--- config.mk ---
export PLATFORM = sky130hd
export DESIGN_NAME = irq_cascade_ctrl
export DESIGN_NICKNAME = d
export VERILOG_FILES = /design/src/rtl/irq_cascade_pkg.sv /design/src/rtl/irq_sync.sv /design/src/rtl/irq_line_detect.sv /design/src/rtl/irq_prio_enc.sv /design/src/rtl/irq_reg_file.sv /design/src/rtl/irq_cascade_ctrl.sv
export SDC_FILE = /design/constraint.sdc
export NUM_CORES = 1
export LEC_CHECK = 0
export ABC_AREA = 1
export BUFFER_PORTS_ARGS = -buffer_cell sky130_fd_sc_hd__clkbuf_2
export CAP_MARGIN = 20
export CELL_PAD_IN_SITES_DETAIL_PLACEMENT = 0
export CELL_PAD_IN_SITES_GLOBAL_PLACEMENT = 1
export CORE_ASPECT_RATIO = 0.5
export CORE_MARGIN = 1.5
export CORE_UTILIZATION = 30
export DETAILED_ROUTE_END_ITERATION = 10
export HOLD_SLACK_MARGIN = 0.02
export PLACE_DENSITY = 0.66
export SYNTH_ARGS = -nofsm -noshare
export SYNTH_HDL_FRONTEND = slang
export SYNTH_HIERARCHICAL = 1
export SYNTH_SLANG_ARGS = --single-unit
--- constraint.sdc ---
create_clock -name clk_i -period 5.35 [get_ports clk_i]
set_input_delay 0.535 -clock clk_i [delete_from_list [all_inputs] [get_ports clk_i]]
set_output_delay 0.535 -clock clk_i [all_outputs]
set_load 0.02 [all_outputs]
--- src/rtl/irq_cascade_pkg.sv ---
package irq_cascade_pkg;
  localparam int unsigned REG_AW = 3;
  localparam logic [REG_AW-1:0] OFF_EN       = 3'd0;
  localparam logic [REG_AW-1:0] OFF_EN_SET   = 3'd1;
  localparam logic [REG_AW-1:0] OFF_EN_CLR   = 3'd2;
  localparam logic [REG_AW-1:0] OFF_SENSE    = 3'd3;
  localparam logic [REG_AW-1:0] OFF_POL      = 3'd4;
  localparam logic [REG_AW-1:0] OFF_PEND_CLR = 3'd5;
  localparam logic [REG_AW-1:0] OFF_STATUS   = 3'd6;
  localparam logic [REG_AW-1:0] OFF_VECTOR   = 3'd7;
endpackage

--- src/rtl/irq_sync.sv ---
module irq_sync #(
  parameter int unsigned WIDTH = 32
) (
  input  logic             clk_i,
  input  logic             rst_ni,
  input  logic [WIDTH-1:0] async_i,
  output logic [WIDTH-1:0] sync_o
);
  logic [WIDTH-1:0] meta_q, sync_q;

  always_ff @(posedge clk_i or negedge rst_ni) begin
    if (!rst_ni) begin
      meta_q <= '0;
      sync_q <= '0;
    end else begin
      meta_q <= async_i;
      sync_q <= meta_q;
    end
  end

  assign sync_o = sync_q;
endmodule

--- src/rtl/irq_line_detect.sv ---
module irq_line_detect #(
  parameter int unsigned N = 32
) (
  input  logic         clk_i,
  input  logic         rst_ni,
  input  logic [N-1:0] sync_i,
  input  logic [N-1:0] sense_i,
  input  logic [N-1:0] pol_i,
  input  logic [N-1:0] clr_i,
  output logic [N-1:0] pend_o
);
  logic [N-1:0] prev_q;
  logic [N-1:0] pend_q;

  always_ff @(posedge clk_i or negedge rst_ni) begin
    if (!rst_ni) prev_q <= '0;
    else         prev_q <= sync_i;
  end

  for (genvar g = 0; g < N; g++) begin : g_line
    logic rise, fall, hit, lvl;
    // edges come from raw synced samples so a polarity write makes no edge
    assign rise = sync_i[g] & ~prev_q[g];
    assign fall = ~sync_i[g] & prev_q[g];
    assign hit  = pol_i[g] ? fall : rise;
    assign lvl  = sync_i[g] ^ pol_i[g];

    always_ff @(posedge clk_i or negedge rst_ni) begin
      if (!rst_ni)         pend_q[g] <= 1'b0;
      else if (sense_i[g]) pend_q[g] <= hit | (pend_q[g] & ~clr_i[g]); // edge beats clear
      else                 pend_q[g] <= lvl;
    end
  end

  assign pend_o = pend_q;
endmodule

--- src/rtl/irq_prio_enc.sv ---
module irq_prio_enc #(
  parameter int unsigned N      = 32,
  parameter int unsigned DATA_W = 32
) (
  input  logic [N-1:0]      status_i,
  output logic [DATA_W-1:0] vec_o
);
  localparam int unsigned IDX_W = (N > 1) ? $clog2(N) : 1;

  logic [IDX_W-1:0] idx;

  always_comb begin
    idx = '0;
    for (int i = N - 1; i >= 0; i--) begin
      if (status_i[i]) idx = IDX_W'(i);
    end
  end


  always_comb begin
    vec_o = '0;
    if (|status_i) vec_o[IDX_W-1:0] = idx;
    else           vec_o[DATA_W-1] = 1'b1;
  end
endmodule

--- src/rtl/irq_reg_file.sv ---
module irq_reg_file
  import irq_cascade_pkg::*;
#(
  parameter int unsigned N      = 32,
  parameter int unsigned DATA_W = 32,
  parameter int unsigned ADDR_W = 4
) (
  input  logic              clk_i,
  input  logic              rst_ni,
  input  logic              we_i,
  input  logic              re_i,
  input  logic [ADDR_W-1:0] addr_i,
  input  logic [DATA_W-1:0] wdata_i,
  input  logic [N-1:0]      status_i,
  input  logic [DATA_W-1:0] vec_i,
  output logic [N-1:0]      en_o,
  output logic [N-1:0]      sense_o,
  output logic [N-1:0]      pol_o,
  output logic [N-1:0]      clr_o,
  output logic [DATA_W-1:0] rdata_o
);
  logic [N-1:0]      en_q, sense_q, pol_q;
  logic [DATA_W-1:0] rdata_q, rd_mux;
  logic              hit;
  logic [REG_AW-1:0] off;
  logic [N-1:0]      wbits;

  assign off   = addr_i[REG_AW-1:0];
  assign wbits = wdata_i[N-1:0];

  if (ADDR_W > REG_AW) begin : g_hi
    assign hit = (addr_i[ADDR_W-1:REG_AW] == '0);
  end else begin : g_nohi
    assign hit = 1'b1;
  end

  always_ff @(posedge clk_i or negedge rst_ni) begin
    if (!rst_ni) begin
      en_q    <= '0;
      sense_q <= '0;
      pol_q   <= '0;
    end else if (we_i && hit) begin
      case (off)
        OFF_EN_SET: en_q    <= en_q | wbits;
        OFF_EN_CLR: en_q    <= en_q & ~wbits;
        OFF_SENSE:  sense_q <= wbits;
        OFF_POL:    pol_q   <= wbits;
        default: ;                             // offset 0 read-only
      endcase
    end
  end

  assign clr_o = (we_i && hit && off == OFF_PEND_CLR) ? wbits : '0;

  always_comb begin
    rd_mux = '0;
    if (hit) begin
      case (off)
        OFF_EN:     rd_mux[N-1:0] = en_q;
        OFF_SENSE:  rd_mux[N-1:0] = sense_q;
        OFF_POL:    rd_mux[N-1:0] = pol_q;
        OFF_STATUS: rd_mux[N-1:0] = status_i;
        OFF_VECTOR: rd_mux        = vec_i;
        default:    rd_mux        = '0;
      endcase
    end
  end

  always_ff @(posedge clk_i or negedge rst_ni) begin
    if (!rst_ni)   rdata_q <= '0;
    else if (re_i) rdata_q <= rd_mux;
  end

  assign en_o    = en_q;
  assign sense_o = sense_q;
  assign pol_o   = pol_q;
  assign rdata_o = rdata_q;
endmodule

--- src/rtl/irq_cascade_ctrl.sv ---
module irq_cascade_ctrl #(
  parameter int unsigned NUM_LINES = 32,
  parameter int unsigned DATA_W    = 32,
  parameter int unsigned ADDR_W    = 4
) (
  input  logic                 clk_i,
  input  logic                 rst_ni,
  input  logic [NUM_LINES-1:0] irq_i,
  input  logic                 we_i,
  input  logic                 re_i,
  input  logic [ADDR_W-1:0]    addr_i,
  input  logic [DATA_W-1:0]    wdata_i,
  output logic [DATA_W-1:0]    rdata_o,
  output logic                 cascade_o
);
  logic [NUM_LINES-1:0] irq_sync, en_q, sense_q, pol_q, clr_vec, pend_q, status;
  logic [DATA_W-1:0]    vec_word;

  irq_sync #(.WIDTH(NUM_LINES)) u_sync (
    .clk_i(clk_i), .rst_ni(rst_ni), .async_i(irq_i), .sync_o(irq_sync)
  );

  irq_line_detect #(.N(NUM_LINES)) u_detect (
    .clk_i(clk_i), .rst_ni(rst_ni), .sync_i(irq_sync), .sense_i(sense_q),
    .pol_i(pol_q), .clr_i(clr_vec), .pend_o(pend_q)
  );

  assign status    = pend_q & en_q;
  assign cascade_o = |status;

  irq_prio_enc #(.N(NUM_LINES), .DATA_W(DATA_W)) u_prio (
    .status_i(status), .vec_o(vec_word)
  );

  irq_reg_file #(.N(NUM_LINES), .DATA_W(DATA_W), .ADDR_W(ADDR_W)) u_regs (
    .clk_i(clk_i), .rst_ni(rst_ni), .we_i(we_i), .re_i(re_i), .addr_i(addr_i),
    .wdata_i(wdata_i), .status_i(status), .vec_i(vec_word), .en_o(en_q),
    .sense_o(sense_q), .pol_o(pol_q), .clr_o(clr_vec), .rdata_o(rdata_o)
  );
endmodule

==> reports/qor.yml, run 1 <==
timing:
  slew_headroom_pct: 34.1
  fin_crit_sh_pct: 50.4
  max_slew.worst_pin.slew_ns: 0.987
  hold_slack_ns: 0.0428
  final.setup.tns_ns: 0
  finalSetupViolCount: 0
  drv_slew: 0
  min_period_ns: 2.70
  max_freq_mhz: 371
  timing_hold_violations_final: 0
  fin_skew_ns: 0.0115
  rsz0062_at_grt: "false"
logic_synthesis:
  synthDistinctLibCells: 33
  yosysSeqAreaShare_pct: 52.4
  syn_area_per_cell_sq_um: 8.14
  synth-compound-area-share_pct: 6.46
  netlist_area_sq_um: 12200
  synth_cells: 1500
  yosys.area_share.simple_pct: 31.1
  synth.ff_latch_count: 256
  synth_top_family_by_area: "simple AND/OR/NAND/NOR gates"
  yosys.area_share.adder_pct: 0
  yosysWarnings: 6
  synth_xor_area_share_pct: 0
  muxShareOfSynthArea_pct: 0
worst_setup_path:
  cpMostUsedCell: "nand2_1"
  crit_fanout: 3
  end_kind: "flip-flop"
  critPathMaxStageDelay_ns: 0.40
  rr_endpoint: "u_regs/rdata_o[0]$_DFFE_PN0P_"
  critical_path.top_delay_family: "simple AND/OR/NAND/NOR gates"
  path_buf_inv: 2
  worst_r2r_path_depth: 37
  r2r_start: "u_detect/pend_o[30]$_DFF_PN0_"
  slowest_stage: "dfrtp_1"
  cp.arrival_ns: 3.18
  critical_path_class: "reg -> reg"
  rrSetupSlack_ns: 2.65
  worst_ep_required_time_ns: 5.83
  crit_path_start_kind: "flip-flop"
global_route:
  grt_remaining_overflow: 0
  grt_pass1_vias: 9274
  antenna_found_initial: 0
  grt_max_degree: 109
  grt_pass1_wl_um: 52200
  grtUsageTotal_pct: 15.6
floorplan:
  die_height_um: 146
  initial_core_util_pct: 30.3
  die_w_um: 288
  design.die.area_sq_um: 42000
  rows: 52
  boundaryPins: 105
  core_area_sq_um: 40300
route:
  wl_per_cell_um: 15.1
  wl_um: 32200
  num_vias: 9607
  first_pass_iters: 5
  vias_per_cell: 4.50
  drc: 0
  final_antenna_net_count: 0
  drt_iter0_drc: 624
cts:
  cts_setup_buffers: 0
  postCtsResizedCells: 0
  cts_htree_levels: 1
  clk_latency_ns: 0.55
  tritoncts: "built"
  cts.sinks: 256
  clockBufferDepth: 3
  hold_buffers: 0
  numCtsBuffers: 27
  cts_root_buffer: "clkbuf_16"
  path_clk_slew_ns: 0.06
power_and_ir_drop:
  total_power_uw: 5390
  clkPwrFrac_pct: 36.6
  seqPwrFrac_pct: 45.7
  irDropWorstVdd_mv: 0.200
  internal_power_uw: 3700
  switching_share_pct: 31.3
  combPwrFrac_pct: 17.8
  p_leak_uw: 0.00745
  switching_power_uw: 1680
  power_density_nw_per_um2: 385
final_layout:
  final_cell_area_sq_um: 14000
  final_cell_mix: "452 x nand2_1, 256 x dfrtp_1, 159 x inv_1"
  fin_util_pct: 34.7
  drive_gt1_share_pct: 12.0
  syn_to_final_growth_pct: 14.4
  final_nets: 1648
  final_common_cell: "nand2_1"
  diodes: 0
placed_design:
  dpl_cell_area_sq_um: 13100
  io_buffers: 104
  gp_congestion: 0.768
  hpwl_um: 20700
flow_run:
  maxCapViolations: 0
outcome:
  status: "finished clean"
hold_path:
  hp-class: "in -> async"
## metal layers
layer | share of wire, % | vias to the layer above | GRT usage (%)
met5 | 0 | - | 0
met4 | 1.9 | 0 | 3.17
met3 | 3.8 | 41 | 2.73
met2 | 44 | 127 | 24.0
met1 | 50 | 4532 | 22.9
li1 | - | 4907 | -
## power groups by stage
| stage | clock network, uW | logic, uW | registers [uW] |
|---|---|---|---|
| 5_1_grt | 2110 | 1120 | 2500 |
| 3_5_place_dp | 0 | 967 | 2490 |
| 3_3_place_gp | 0 | 955 | 2500 |
| 6_report | 1970 | 957 | 2460 |
| 4_1_cts | 2040 | 971 | 2460 |
| 2_1_floorplan | 0 | 694 | 2420 |
## how the worst max path moves through the flow
stage / startpoint / endpoint / slack [ns] / depth (start not counted)
final: u_detect/pend_o[30]$_DFF_PN0_ / u_regs/rdata_o[0]$_DFFE_PN0P_ / 2.65 / 37
after global routing: flip-flop / u_regs/rdata_o[0]$_DFFE_PN0P_ / 2.19 / 37
after CTS: u_detect/pend_o[31]$_DFF_PN0_ / u_regs/rdata_o[0]$_DFFE_PN0P_ / 2.65 / 36
after detailed placement: addr_i[1] / flip-flop / 2.42 / 7
after global placement: addr_i[1] / flip-flop / 2.46 / 7
after floorplan: flip-flop / u_regs/rdata_o[0]$_DFFE_PN0P_ / 3.15 / 37
## worst register-to-register path, delay by kind of cell, from the launching register on
| kind | cells | cell delay (ns) |
|---|---|---|
| flip-flops | 1 | 0.40 |
| AND/OR/NAND/NOR | 33 | 1.94 |
| buffers and inverters | 2 | 0.12 |
| AO/OA/AOI/OAI | 2 | 0.17 |
## cell type report
cell class / instances / area (sq um)
Tap cell: 540 / 676
Clock buffer: 35 / 766
Timing Repair Buffer: 115 / 626
Clock inverter: 13 / 155
Inverter: 169 / 664
Multi-Input combinational cell: 1007 / 4680
Fill cell: 4212 / 26300
Sequential cell: 256 / 6410
## cell usage after synthesis (all sizes together)
master    n  area share (%)
nand2   454              14
dfrtp   256              52
inv     167             5.2
nand3   165             7.4
nor2    123             4.0
o21ai    97             4.0
buf      68             3.7
nand4    64             3.4
o21bai   33             2.0
nand3b   32             2.0
clkbuf   25            0.83
a21oi     3            0.15
nor3      3            0.12
a211oi    2            0.12
bufinv    2            0.29
nor4      2            0.10
a311oi    1           0.072
a31oi     1           0.051
conb      1           0.031
o31ai     1           0.061
## stage by stage
stage	setup slack [ns]	instances
2_1_floorplan	3.15	1525
3_3_place_gp	2.46	2087
3_5_place_dp	2.42	2087
4_1_cts	2.65	2135
5_1_grt	2.19	2135
6_report	2.65	2135
## kinds of logic (layout without fill, tap and decap cells)
| logic type | count (synthesis) | after routing |
|---|---|---|
| simple gates | 843 | 843 |
| buf+inv | 262 | 332 |
| flops | 256 | 256 |
| compound gates | 138 | 138 |
| other cells | 1 | 26 |
Note: power is estimated with default switching activity, not from simulation.
==> run 2: changes to the inputs <==
==> constraint.sdc (replaced) <==
create_clock -name clk_i -period 2.6 [get_ports clk_i]
set_input_delay 0.26 -clock clk_i [delete_from_list [all_inputs] [get_ports clk_i]]
set_output_delay 0.26 -clock clk_i [all_outputs]
set_load 0.02 [all_outputs]
==> run 2 against run 1 <==
Global-route usage grew 0.61 points. Final area grew 4.4%. Clock-buffer cell count rose by 1. Critical path depth is the same. Utilization is 1.5 points higher. Setup slack worse by 2.6 ns. Sequential share of layout area shrank 1.9 points. First-iteration DRC count grew 4.6%. Sequential power rose by 100%. Largest power group unchanged. Via count increased by 3.0%.
==> reports/qor.yml, run 2 (same netlist as run 1, synthesis figures left out) <==
placed_design:
  gp_congestion: 0.816  # +6.2%
  dpl.cell_count: 2111  # +1.1%
  preCtsSetupSlack_ns: 0.0208  # -2.40 ns
  hpwl_um: 22400  # +8.1%
  io_buffers: 104  # unchanged
final_layout:
  seq_area_sq_um: 6410  # unchanged
  nFillCells: 4186  # -0.62%
  drive_gt1_share_pct: 13.6  # +1.6 points
  multi_input_area_sq_um: 4690  # +0.27%
  final_common_cell: "nand2_1"
  final_nets: 1711  # +3.8%
  syn_to_final_growth_pct: 19.5
  fin_cells: 2199  # +3.0%
  final_cell_mix: "447 x nand2_1, 256 x dfrtp_1, 156 x inv_1"
  diodes: 0  # unchanged
  fin_util_pct: 36.2  # +1.5 points
worst_setup_path:
  worst_r2r_path_depth: 37  # unchanged
  cp.depth: 37  # unchanged
  critical_path.top_delay_family: "simple AND/OR/NAND/NOR gates"
  cpMostUsedCell: "nand2_1"
  critical_path_class: "reg -> reg"
  slowest_stage: "dfrtp_1"
  rrSetupSlack_ns: 0.01  # -2.64 ns
  critPathMaxStageDelay_ns: 0.35  # -0.05 ns
  crit_fanout: 2  # -1
  rr_endpoint: "u_regs/rdata_o[0]$_DFFE_PN0P_"
  worst_ep_required_time_ns: 3.04  # -2.79 ns
  cp.arrival_ns: 3.03  # -0.15 ns
  end_kind: "flip-flop"
  crit_path_start_kind: "flip-flop"
  path_buf_inv: 2  # unchanged
  crit_path_end: "u_regs/rdata_o[0]$_DFFE_PN0P_"
timing:
  fin_crit_sh_pct: 99.6  # +49 points
  rsz0062_at_grt: "true"
  setup_ws_ns: 0.00968  # -2.64 ns
  slew_headroom_pct: 52.2  # +18 points
  max_freq_mhz: 386  # +4.1%
  min_period_ns: 2.59  # -0.106 ns
  finalSetupViolCount: 0  # unchanged
  max_slew.worst_pin.slew_ns: 0.716  # -0.270 ns
  fin_skew_ns: 0.0164  # +0.00485 ns
  final.setup.tns_ns: 0  # unchanged
  hold_slack_ns: 0.0344  # -0.00837 ns
  drv_slew: 0  # unchanged
  timing_hold_violations_final: 0  # unchanged
power_and_ir_drop:
  clkPwrFrac_pct: 35.4  # -1.2 points
  switching_share_pct: 31.0  # -0.22 points
  switching_power_uw: 3440  # +100%
  power_density_nw_per_um2: 759  # +97%
  seqPwrFrac_pct: 45.4  # -0.3 points
  combPwrFrac_pct: 19.3  # +1.5 points
  irDropWorstVdd_mv: 0.411  # +110%
  p_leak_uw: 0.00774  # +3.9%
  internal_power_uw: 7640  # +110%
outcome:
  status: "finished clean"
floorplan:
  initial_core_util_pct: 30.3  # unchanged
  die_w_um: 288  # unchanged
  boundaryPins: 105  # unchanged
  core_area_sq_um: 40300  # unchanged
  rows: 52  # unchanged
  design.die.area_sq_um: 42000  # unchanged
  die_height_um: 146  # unchanged
cts:
  cts_htree_levels: 1  # unchanged
  clk_latency_ns: 0.55  # about the same
  cts_root_buffer: "clkbuf_16"
  cts.sinks: 256  # unchanged
  numCtsBuffers: 26  # -3.7%
  clockBufferDepth: 3  # unchanged
  path_clk_slew_ns: 0.06  # about the same
  tritoncts: "built"
global_route:
  grt_pass1_wl_um: 53800  # +3.1%
  antenna_found_initial: 0  # unchanged
  grt_remaining_overflow: 0  # unchanged
  grtUsageTotal_pct: 16.2  # +0.61 points
  grt_max_degree: 83  # -24%
  grt_pass1_vias: 9590  # +3.4%
hold_path:
  hp-class: "in -> reg"
route:
  drt_iter0_drc: 653  # +4.6%
  wl_per_cell_um: 15.2  # +0.63%
  num_vias: 9891  # +3.0%
  vias_per_cell: 4.50  # about the same
  first_pass_iters: 5  # unchanged
  final_antenna_net_count: 0  # unchanged
  drc: 0  # unchanged
  wl_um: 33400  # +3.6%
flow_run:
  maxCapViolations: 0  # unchanged
-- run 2: cell types whose count changed in the layout (fill, tap and decap cells not counted) --
cell / delta
clkbuf_8: +1
clkinvlp_4: +1
buf_12: +4
clkinv_4: -1
inv_1: -3
nand2_1: -5
dlygate4sd3_1: +37
bufinv_16: -1
nand2_2: +5
buf_4: +23
inv_2: +3
-- run 2: power groups by stage --
stage	sequential, uW	clock [uW]	combinational [uW]
after floorplan	4990	0	1430
after global placement	5090	0	2060
after detailed placement	5100	0	2070
after CTS	5030	4060	2120
after global routing	5110	4230	2470
final	5030	3920	2140
-- run 2: worst min-delay path, delay by kind of cell --
family | cells | cell delay [ns]
buffers and inverters | 2 | 0.15
AOI/OAI and AO/OA | 1 | 0.13
-- run 2: layer usage --
metal	GRT usage [%]	wire, um
met1	23.9	17000
met4	3.38	626
met2	25.0	14600
met3	2.54	1190
met5	0	0
-- run 2: timing repair --
item                                    in CTS  in global routing
endpoints found under the hold margin      110                  0
hold buffers                                37                  0
gates resized for setup                      0                  8
endpoints found under the setup margin       0                  2
buffers inserted                             0                  3
-- run 2: worst min-delay path by stage --
stage	from	endpoint	slack, ns	depth (start not counted)
final	wdata_i[2]	u_regs/pol_o[2]$_DFFE_PN0P_	0.03	3
after global routing	wdata_i[7]	u_regs/pol_o[7]$_DFFE_PN0P_	0.04	3
after CTS	wdata_i[8]	u_regs/pol_o[8]$_DFFE_PN0P_	0.02	3
after detailed placement	rst_ni	u_sync/sync_o[30]$_DFF_PN0_	0.32	1
after global placement	rst_ni	u_sync/sync_o[30]$_DFF_PN0_	0.32	1
after floorplan	rst_ni	u_detect/pend_o[0]$_DFF_PN0_	-0.04	0
-- run 2: metrics by stage --
step,power [uW],cell area [sq um]
finish,11100,14600
global route,11800,14600
CTS,11200,14600
detailed placement,7160,13300
global placement,7140,13300
floorplan,6420,12300
-- run 2: layout make-up --
cell class,count,share of cell area [%]
clock buffers,36,5.34
clock inverters,12,0.849
inverters,169,4.55
multi-input cells,1007,32.2
flip-flops and latches,256,43.9
well taps,540,4.63
repair buffers,179,8.56
